### config.mk
export PLATFORM = sky130hd
export DESIGN_NAME = wdog_twostage
export DESIGN_NICKNAME = d
export VERILOG_FILES = /design/src/rtl/wdog_twostage.sv
export SDC_FILE = /design/constraint.sdc
export NUM_CORES = 1
export LEC_CHECK = 0
export ABC_AREA = 1
export BUFFER_PORTS_ARGS = -buffer_cell sky130_fd_sc_hd__buf_2
export CORE_MARGIN = 2
export CORE_UTILIZATION = 49
export CTS_BUF_LIST = sky130_fd_sc_hd__clkbuf_8 sky130_fd_sc_hd__clkbuf_16
export CTS_CLUSTER_DIAMETER = 40
export DETAILED_ROUTE_END_ITERATION = 8
export PLACE_DENSITY_LB_ADDON = 0.15
export SYNTH_ARGS = -nofsm -noshare
export SYNTH_HDL_FRONTEND = slang
export SYNTH_SLANG_ARGS = --single-unit
### constraint.sdc
create_clock -name clk -period 1.6 [get_ports clk]
set_input_delay 0.32 -clock clk [delete_from_list [all_inputs] [get_ports clk]]
set_output_delay 0.32 -clock clk [all_outputs]
set_load 0.005 [all_outputs]
### src/rtl/wdog_twostage.sv
module wdog_twostage #(
  parameter int CNT_W = 16,
  parameter int DW    = 16
) (
  input  logic          clk,
  input  logic          rst_n,
  input  logic          tick_in,
  input  logic          svc_clr,
  input  logic          wr_en,
  input  logic [1:0]    wr_addr,
  input  logic [DW-1:0] wr_data,
  input  logic [1:0]    rd_addr,
  output logic [DW-1:0] rd_data,
  output logic          wd_irq,
  output logic          checkstop,
  output logic          reset_req
);
  localparam int TAP_W = $clog2(CNT_W);

  logic [1:0]       act_code;
  logic             tb_en;
  logic             tick_sel;
  logic [TAP_W-1:0] tap;
  logic [CNT_W-1:0] cnt;
  logic             wis;
  logic             fired;
  logic [1:0]       cap_code;
  logic [1:0]       tsync;
  logic             tick_d;

  wire              tick_rise = tsync[1] & ~tick_d;
  wire              step      = tb_en & (tick_sel ? tick_rise : 1'b1);
  wire  [CNT_W-1:0] cnt_inc   = cnt + 1'b1;
  wire              tmo       = step & ~cnt[tap] & cnt_inc[tap];
  wire              ctl_wr    = wr_en && (wr_addr == 2'd0);
  wire              clr       = svc_clr | (wr_en && (wr_addr == 2'd1) && wr_data[0]);

  assign wd_irq = wis;

  always_ff @(posedge clk) begin
    if (!rst_n) begin
      act_code  <= '0;
      tb_en     <= 1'b0;
      tick_sel  <= 1'b0;
      tap       <= '0;
      cnt       <= '0;
      wis       <= 1'b0;
      fired     <= 1'b0;
      cap_code  <= '0;
      tsync     <= '0;
      tick_d    <= 1'b0;
      checkstop <= 1'b0;
      reset_req <= 1'b0;
    end else begin
      tsync  <= {tsync[0], tick_in};
      tick_d <= tsync[1];
      if (step) cnt <= cnt_inc;
      if (ctl_wr) begin
        tb_en    <= wr_data[2];
        tick_sel <= wr_data[3];
        tap      <= wr_data[4 +: TAP_W];
        if (act_code == 2'b00) act_code <= wr_data[1:0];
      end
      if (tmo && !wis) wis <= 1'b1;
      else if (clr)    wis <= 1'b0;
      if (tmo && wis) begin
        fired    <= 1'b1;
        cap_code <= act_code;
        if (act_code == 2'b01) checkstop <= 1'b1;
        if (act_code == 2'b10) reset_req <= 1'b1;
      end
    end
  end

  always_comb begin
    rd_data = '0;
    case (rd_addr)
      2'd0: begin
        rd_data[1:0]       = act_code;
        rd_data[2]         = tb_en;
        rd_data[3]         = tick_sel;
        rd_data[4 +: TAP_W] = tap;
      end
      2'd1: begin
        rd_data[0]   = wis;
        rd_data[2:1] = cap_code;
        rd_data[3]   = fired;
      end
      2'd2: rd_data[CNT_W-1:0] = cnt;
      default: rd_data = '0;
    endcase
  end
endmodule

* Yosys cells after proc, flatten, opt, wreduce, memory -nomap -nowiden
Cells that the tools add are included.
** Cells by class
- Magnitude comparators :: 1
- Add/subtract/negate cells :: 1
- Bitwise operators :: 7
- Multiplexer cells :: 10
- Reductions and logical operators :: 13
- Equality and inequality tests :: 5
** Operators by type and width (number)
- 16-bit by 1-bit adder with 16-bit output, second input constant :: 1
- 4-bit case mux with 3 select lines :: 1
- 1-bit binary-select mux with 4-bit select :: 2
- 8-bit 2-to-1 mux :: 1
- 4-bit case mux with 2 select lines :: 1
- 2-bit by 1-bit == test with 1-bit output, second input constant :: 3
- 2-bit zero test :: 3
- 2-bit AND reduction :: 3
- 1-bit logical AND :: 5
- 4-bit by 5-bit < comparator with 1-bit output, second input constant :: 1
- 1-bit 2-to-1 mux :: 5
- 1-bit AND :: 4
- 2-bit == test, second input constant :: 2
- 1-bit NOT :: 2
- 2-bit nonzero test :: 1
- 1-bit zero test :: 1
- 1-bit bitwise OR :: 1
** Word-level totals
- Output and inout port bits :: 19
- Input port bits :: 25
- Logic and storage cells :: 49
- Register bits after elaboration :: 33

* Longest topological paths before layout
Gate-level depths: netlist (run 1).
- Word-level depth :: 8
- Gate-level depth with buffers :: 14
- Gate-level depth less buffers :: 14

* Least setup slack after synthesis (run 1)
No wires, ideal clock.
- Path kind :: reg-to-reg
- From :: register cnt[0]
- To :: register cap_code[1]
- Required time :: 1.484 ns
- Period minus slack after synthesis :: 1.658 ns
- Arrival time :: 1.541 ns
- Slack :: -0.058 ns
- Cell stages (with the launch flop) :: 15
- Buffers on the path :: 0
- Library setup time :: 0.116 ns
- Cell sequence :: dfxtp_1 -> ha_1 -> nand2_1 -> nor2_4 -> nand2_1 -> nand2_1 -> nand3_1 -> nand2_1 -> inv_1 -> nand2_2 -> nand3_2 -> nand3_4 -> nand3_2 -> nand2_1 -> a21oi_1
** Between the ends
- Word-level cells in the longest chain between the ends :: 6
- Elaborated cells on any way between the ends :: 9
- Classes of those cells :: 1 x add/sub; 4 x mux; 3 x bitwise; 1 x reduce/logical
** RTL lines
- start: declaration :: line 24 : logic [CNT_W-1:0] cnt;
- start signal: assignment :: line 57 : if (step) cnt <= cnt_inc;
- parallel branches: the longest is 4 deep, another holds 16-bit by 1-bit adder with 16-bit output
- 1-bit AND (*) :: line 34 : wire tmo = step & ~cnt[tap] & cnt_inc[tap];
- 1-bit logical AND (*) :: line 66 : if (tmo && wis) begin
- end signal: assignment :: line 68 : cap_code <= act_code;
- end: declaration :: line 27 : logic [1:0] cap_code;
Every way passes the cells marked *. The select of a mux whose other input is x is not followed.
A chain may end at the register's enable or synchronous reset.

* Worst setup path in the final report (run 1)
- From :: register cnt[1]
- To :: register wis, in the netlist wd_irq
** Between the ends
- Word-level cells in the longest chain between the ends :: 7
- Elaborated cells on any way between the ends :: 11
- Classes of those cells :: 1 x add/sub; 5 x mux; 3 x bitwise; 2 x reduce/logical
** RTL lines
- parallel branches: the longest is 4 deep, another holds 16-bit by 1-bit adder with 16-bit output
- 1-bit AND (*) :: line 34
- 1-bit logical AND (*) :: line 64 : if (tmo && !wis) wis <= 1'b1;
- 1-bit 2-to-1 mux / 2-bit nonzero test (equally long branches)
- end signal: assignment :: line 47 : wis <= 1'b0;
- end signal: assignment :: line 64
- end signal: assignment :: line 65 : else if (clr) wis <= 1'b0;
- end: declaration :: line 25 : logic wis;
Marked as above.

==> reports/summary.txt, run 1 <==
status: finished, violations left
failing checks: setup timing
sequential fraction of design power: 40.3%
detailed-route wire length per cell: 13.5 microns
CTS Hold Bufs: 0
die height: 69.7 microns
Die Area: 4860 sq um
synthesized instance count: 326
DRC: 0
Synth async-reset ratio: 0%
Register Area: 681 sq um
Switch Pwr: 592 uW
area delta synth->final: 38.5%
Leakage: 0.00132 uW
crit path from: cnt[1]$_SDFFE_PN0P_
CP Capture Type: register
GRT overflow: 0
Worst-path clk slew: 0.07 ns
TNS Setup: -0.772 ns
top cells by area, synth: dfxtp_1 31%, nand2_1 12%, nand3_1 9.9%, inv_1 9.6%, a21oi_1 6.1%
mapped cell area: 2120 sq um
Final Max Slew Viols: 0
Power Density: 763 nW/um^2
vias in the first global route: 2189
Primary FF master, synth: dfxtp_1
Post-synth EDFFs: 0
TritonCTS Buffers: 5
count leader, synth: nand2_1
post-layout min period: 1.76 ns
Placed Cells: 441
Antenna Nets Post-Route: 0
num rows: 23
Die W: 69.7 microns
peak fanout along the critical path: 6
CTS tree: yes
Via density: 5.41
R2R Path End: wd_irq$_SDFFE_PN0P_
unrepaired setup endpoints after global routing: true
DP HPWL: 4530 microns
Worst setup endpoint: wd_irq$_SDFFE_PN0P_
share of cells above drive strength 1: 34.7%
Worst Skew: 0.00969 ns
largest net degree at the start of global routing: 21
post-synth top area share: 31.2%
MaxCap Viol Count: 0
critical path type: reg -> reg
Vias: 2469
Clock Latency Late Sink: 0.30 ns
post-synthesis cell type count: 27
Final nets: 431
worst setup margin: -0.158 ns
final cell count without fillers: 456
multi-input logic area: 1300 sq um
Synth Register Bits: 33
total core area: 4090 sq um
Worst EP arrival: 1.99 ns
R2R setup slack: -0.16 ns
Ys Warns: 0
Comb pwr share: 17.0%
Max clock buf depth: 2
# fillers: 356
startpoint types: register
worst rel slew slack: 74.4%
number of I/O port buffers: 35
CP required: 1.83 ns
H-tree levels: 2
synth cell count leaders: 65 x nand2_1, 54 x inv_1, 42 x nand3_1, 33 x dfxtp_1, 26 x a21oi_1
RePlAce Congestion: 0.951
f_max: 0.569 GHz
total routed wirelength: 6140 microns
Switching Fraction: 26.5%
Initial Util: 51.8%
first-pass GRT wire length: 9950 microns
initial drt markers: 138
clock network fraction of total power: 42.6%
worst slew pin tran: 0.385 ns
CTS Sinks: 33
initial antenna violation count: 0
antenna fix cells: 0
drt pass-1 iters: 5
R2R Path Start: cnt[1]$_SDFFE_PN0P_
GRT Total Usage: 25.4%
Setup violations, final: 6
final core occ: 71.7%
Synth Area per Inst: 6.49 sq um
syn nets: 352
final period utilization: 110%
I/O Pins: 44
Worst R2R Path Depth: 12
largest area contributor in the netlist: dfxtp_1
Hold Violations, Final: 0
Int Power: 1640 uW
Seq/Total Area, Yosys: 31.2%
Peak VDD IR: 0.000913 V
Final Cell Area: 2930 sq um
cell chosen for the clock root: clkbuf_8
Area after DPL: 2630 sq um
worst hold-check path type: in -> reg
## flip-flops by register name, summed over array words and instances, names as in the netlist
signal / flops
cnt: 16
tap: 4
act_code: 2
cap_code: 2
tsync: 2
checkstop: 1
fired: 1
reset_req: 1
tb_en: 1
tick_d: 1
tick_sel: 1
wd_irq: 1
## cells in the final DEF, fill, tap and decap left out, drive strengths merged, types with 3 or more instances in the layout
cell	Yosys	final
dfxtp	33	33
nand4	9	9
inv	54	54
o21ai	19	19
o221ai	4	4
o211ai	13	13
buf	6	83
o22ai	4	4
nand2	70	70
a211oi	3	3
nand3	47	47
clkbuf	5	5
nor2	27	27
a21oi	27	27
## repair_timing
item / CTS / global route
endpoints found under the setup margin: 8 / 10
pin swaps: 7 / 17
resized for setup: 18 / 20
buffers inserted: 2 / 5
## kinds of logic after synthesis
group / after synthesis / synth area share (%)
flops: 33 / 31.2
buf+inv: 66 / 12.6
simple gates: 155 / 35.4
compound gates: 71 / 20.2
fa+ha+maj: 1 / 0.591
## worst min-delay path by stage
stage | start | end | slack, ns | cells after the start
floorplan | tsync[0]$_SDFF_PN0_ | tsync[1]$_SDFF_PN0_ | 0.39 | 2
global placement | tsync[0]$_SDFF_PN0_ | tsync[1]$_SDFF_PN0_ | 0.41 | 2
detailed placement | tsync[0]$_SDFF_PN0_ | tsync[1]$_SDFF_PN0_ | 0.41 | 2
CTS | tick_in | tsync[0]$_SDFF_PN0_ | 0.22 | 3
global route | tick_in | tsync[0]$_SDFF_PN0_ | 0.23 | 3
finish | tick_in | tsync[0]$_SDFF_PN0_ | 0.22 | 3
## critical path, stage by stage (launching register included)
cell and delay [ns]:
dfxtp_4 0.37, ha_4 0.16, nand3_2 0.13, nor2_4 0.14
nand3_1 0.10, nand2_2 0.08, nand3_1 0.08, nand3_1 0.11
nand3_2 0.11, nand3_4 0.14, buf_4 0.13, nand2_2 0.05
a21oi_2 0.11
## metal layers
metal  global-route usage (%)  part of all wire [%]  up-vias
met5                        0                     0        -
met4                     7.26                   1.3        0
met3                     5.67                   6.6        9
met2                     40.2                    46       94
met1                     34.8                    46     1112
li1                         -                     -     1254
## per-stage QoR
step / hold slack, ns / total power [uW] / worst slack, ns
6_report: 0.219 / 2240 / -0.158
5_1_grt: 0.229 / 2330 / -0.298
4_1_cts: 0.218 / 2220 / -0.109
3_5_place_dp: 0.405 / 1270 / -0.203
3_3_place_gp: 0.407 / 1260 / -0.162
2_1_floorplan: 0.390 / 1120 / 0.0231
## power by group through the flow
stage / clock [uW] / sequential (uW) / combinational [uW]
after global routing: 1000 / 906 / 423
after global placement: 0 / 921 / 339
final: 953 / 902 / 381
after CTS: 965 / 900 / 358
after detailed placement: 0 / 921 / 345
after floorplan: 0 / 914 / 206
## cell type report
class                           instances  share of cell area [%]
Multi-Input combinational cell        227                    44.2
Sequential cell                        33                    23.2
Timing Repair Buffer                   83                    18.8
Inverter                               55                    7.04
Clock buffer                            5                    2.35
Clock inverter                          3                    2.22
Tap cell                               50                    2.13
No activity file was read; power rests on OpenSTA's default activity.
==> run 2: changes to the inputs <==
--- a/config.mk
+++ b/config.mk
@@ -12,7 +12,7 @@
 export CTS_BUF_LIST = sky130_fd_sc_hd__clkbuf_8 sky130_fd_sc_hd__clkbuf_16
 export CTS_CLUSTER_DIAMETER = 40
 export DETAILED_ROUTE_END_ITERATION = 8
-export PLACE_DENSITY_LB_ADDON = 0.15
+export PLACE_DENSITY_LB_ADDON = 0.25
 export SYNTH_ARGS = -nofsm -noshare
 export SYNTH_HDL_FRONTEND = slang
 export SYNTH_SLANG_ARGS = --single-unit
==> run 2 against run 1 <==
  * The run still ends with setup timing left
  * Wire length up 6.7%
  * Setup slack better by 0.023 ns
  * Worst hold slack worse by 0.0047 ns
  * Sequential cell count stayed put
  * Global-route usage up 1.9 points
  * Die area stayed put
  * Sequential power rose by 0.8%
  * Combinational power rose by 5.5%
  * Largest power group unchanged
==> reports/summary.txt, run 2 (synthesis results as in run 1) <==
Switch Pwr: 600 uW
worst rel slew slack: 74.4%
unrepaired setup endpoints after global routing: true
worst slack at placement: -0.197 ns
Int Power: 1660 uW
Power Density: 748 nW/um^2
Max clock buf depth: 2
Placed Cells: 446
most frequent cells in the layout: 60 x nand2_1, 53 x inv_1, 50 x buf_4
cell mode on critical path: nand2_2
final core occ: 74.0%
area delta synth->final: 42.8%
TritonCTS Buffers: 5
R2R setup slack: -0.14 ns
Die W: 69.7 microns
number of I/O port buffers: 35
I/O Pins: 44
CP required: 1.83 ns
DP HPWL: 4620 microns
Via density: 5.57
f_max: 0.576 GHz
CTS Sinks: 33
Worst Path Buf+Inv: 0
peak fanout along the critical path: 6
DRC: 0
Setup violations, final: 8
Initial Util: 51.8%
worst slew pin tran: 0.384 ns
top flop regs: cnt (16), tap (4)
Peak VDD IR: 0.000748 V
share of cells above drive strength 1: 36.2%
clock network fraction of total power: 42.0%
startpoint types: register
TNS Setup: -0.745 ns
Final Max Slew Viols: 0
sequential fraction of design power: 40.2%
GRT Total Usage: 27.3%
Hold Violations, Final: 0
MaxCap Viol Count: 0
failing checks: setup timing
Vias: 2573
most common cell after layout, fill and taps aside: nand2_1
Switching Fraction: 26.5%
Biggest register: cnt
total routed wirelength: 6550 microns
RePlAce Congestion: 0.937
GRT overflow: 0
detailed-route wire length per cell: 14.2 microns
CP peak stage delay: 0.40 ns
final cell count without fillers: 462
final period utilization: 108%
total core area: 4090 sq um
H-tree levels: 2
initial antenna violation count: 0
die height: 69.7 microns
CTS Hold Bufs: 0
num rows: 23
Die Area: 4860 sq um
worst setup margin: -0.135 ns
post-layout min period: 1.74 ns
Worst EP arrival: 1.97 ns
Antenna Nets Post-Route: 0
critical path, cell by cell: nand2_2, nor2_4, nand2_2, nand2_2, nand3_2, nand3_1, nand3_2, a21oi_4, nand4_1, a21oi_2
largest net degree at the start of global routing: 22
antenna fix cells: 0
CP Capture Type: register
vias in the first global route: 2229
Clock Latency Late Sink: 0.29 ns
worst hold-check path type: in -> reg
Final nets: 437
cell chosen for the clock root: clkbuf_8
first-pass GRT wire length: 10800 microns
CTS tree: yes
slowest stage cell, crit path: dfxtp_4
Worst-path clk slew: 0.07 ns
drt pass-1 iters: 5
Min Hold Slack: 0.214 ns
Worst Skew: 0.0117 ns
Largest delay share family, worst path: simple AND/OR/NAND/NOR gates
Leakage: 0.00137 uW
status: finished, violations left
number of flip-flops in the largest register: 16
Comb pwr share: 17.8%
critical path type: reg -> reg
initial drt markers: 189
# fillers: 318
[run 2: repair_timing]
action | in CTS | in global routing
pin swaps | 13 | 7
gates resized for setup | 28 | 16
endpoints found under the hold margin | 0 | 0
setup endpoints to repair | 7 | 12
buffers inserted | 7 | 1
[run 2: tightest hold or removal path: cells and delay by family]
family / cells / cell delay [ns]
buffers and inverters: 2 / 0.11
AND/OR/NAND/NOR: 1 / 0.04
[run 2: area by class of cell]
cell class,count,area [sq um],area share (%)
clock buffers,5,68.8,2.28
clock inverters,3,65.1,2.15
inverters,55,209,6.91
multi-input cells,227,1300,43.1
flip-flops and latches,33,692,22.9
well taps,50,62.6,2.07
repair buffers,89,622,20.6
[run 2: layer usage]
layer	global-route usage [%]	vias up	part of all wire, %
li1	-	1264	-
met1	36.9	1187	42
met2	45.0	110	49
met3	4.65	12	7.6
met4	7.91	0	1.8
met5	0	-	0
[run 2: metrics by stage]
step / power (uW) / cell area (sq um)
6_report: 2260 / 3020
5_1_grt: 2360 / 3020
4_1_cts: 2240 / 2960
3_5_place_dp: 1280 / 2680
3_3_place_gp: 1270 / 2680
2_1_floorplan: 1120 / 2130
[run 2: final timing paths]
check,startpoint,to,cells past startpoint
setup / recovery,cnt[2]$_SDFFE_PN0P_,cap_code[1]$_SDFFE_PN0P_,10
hold / removal,tick_in,tsync[0]$_SDFF_PN0_,3
setup reg to reg,cnt[2]$_SDFFE_PN0P_,cap_code[1]$_SDFFE_PN0P_,10
hold reg to reg,tsync[0]$_SDFF_PN0_,tsync[1]$_SDFF_PN0_,2
[run 2: power groups by stage]
stage                     registers (uW)  clock network (uW)  logic [uW]
after floorplan                      914                   0         206
after global placement               921                   0         353
after detailed placement             923                   0         360
after CTS                            904                 957         382
after global routing                 915                1000         443
final                                909                 951         402
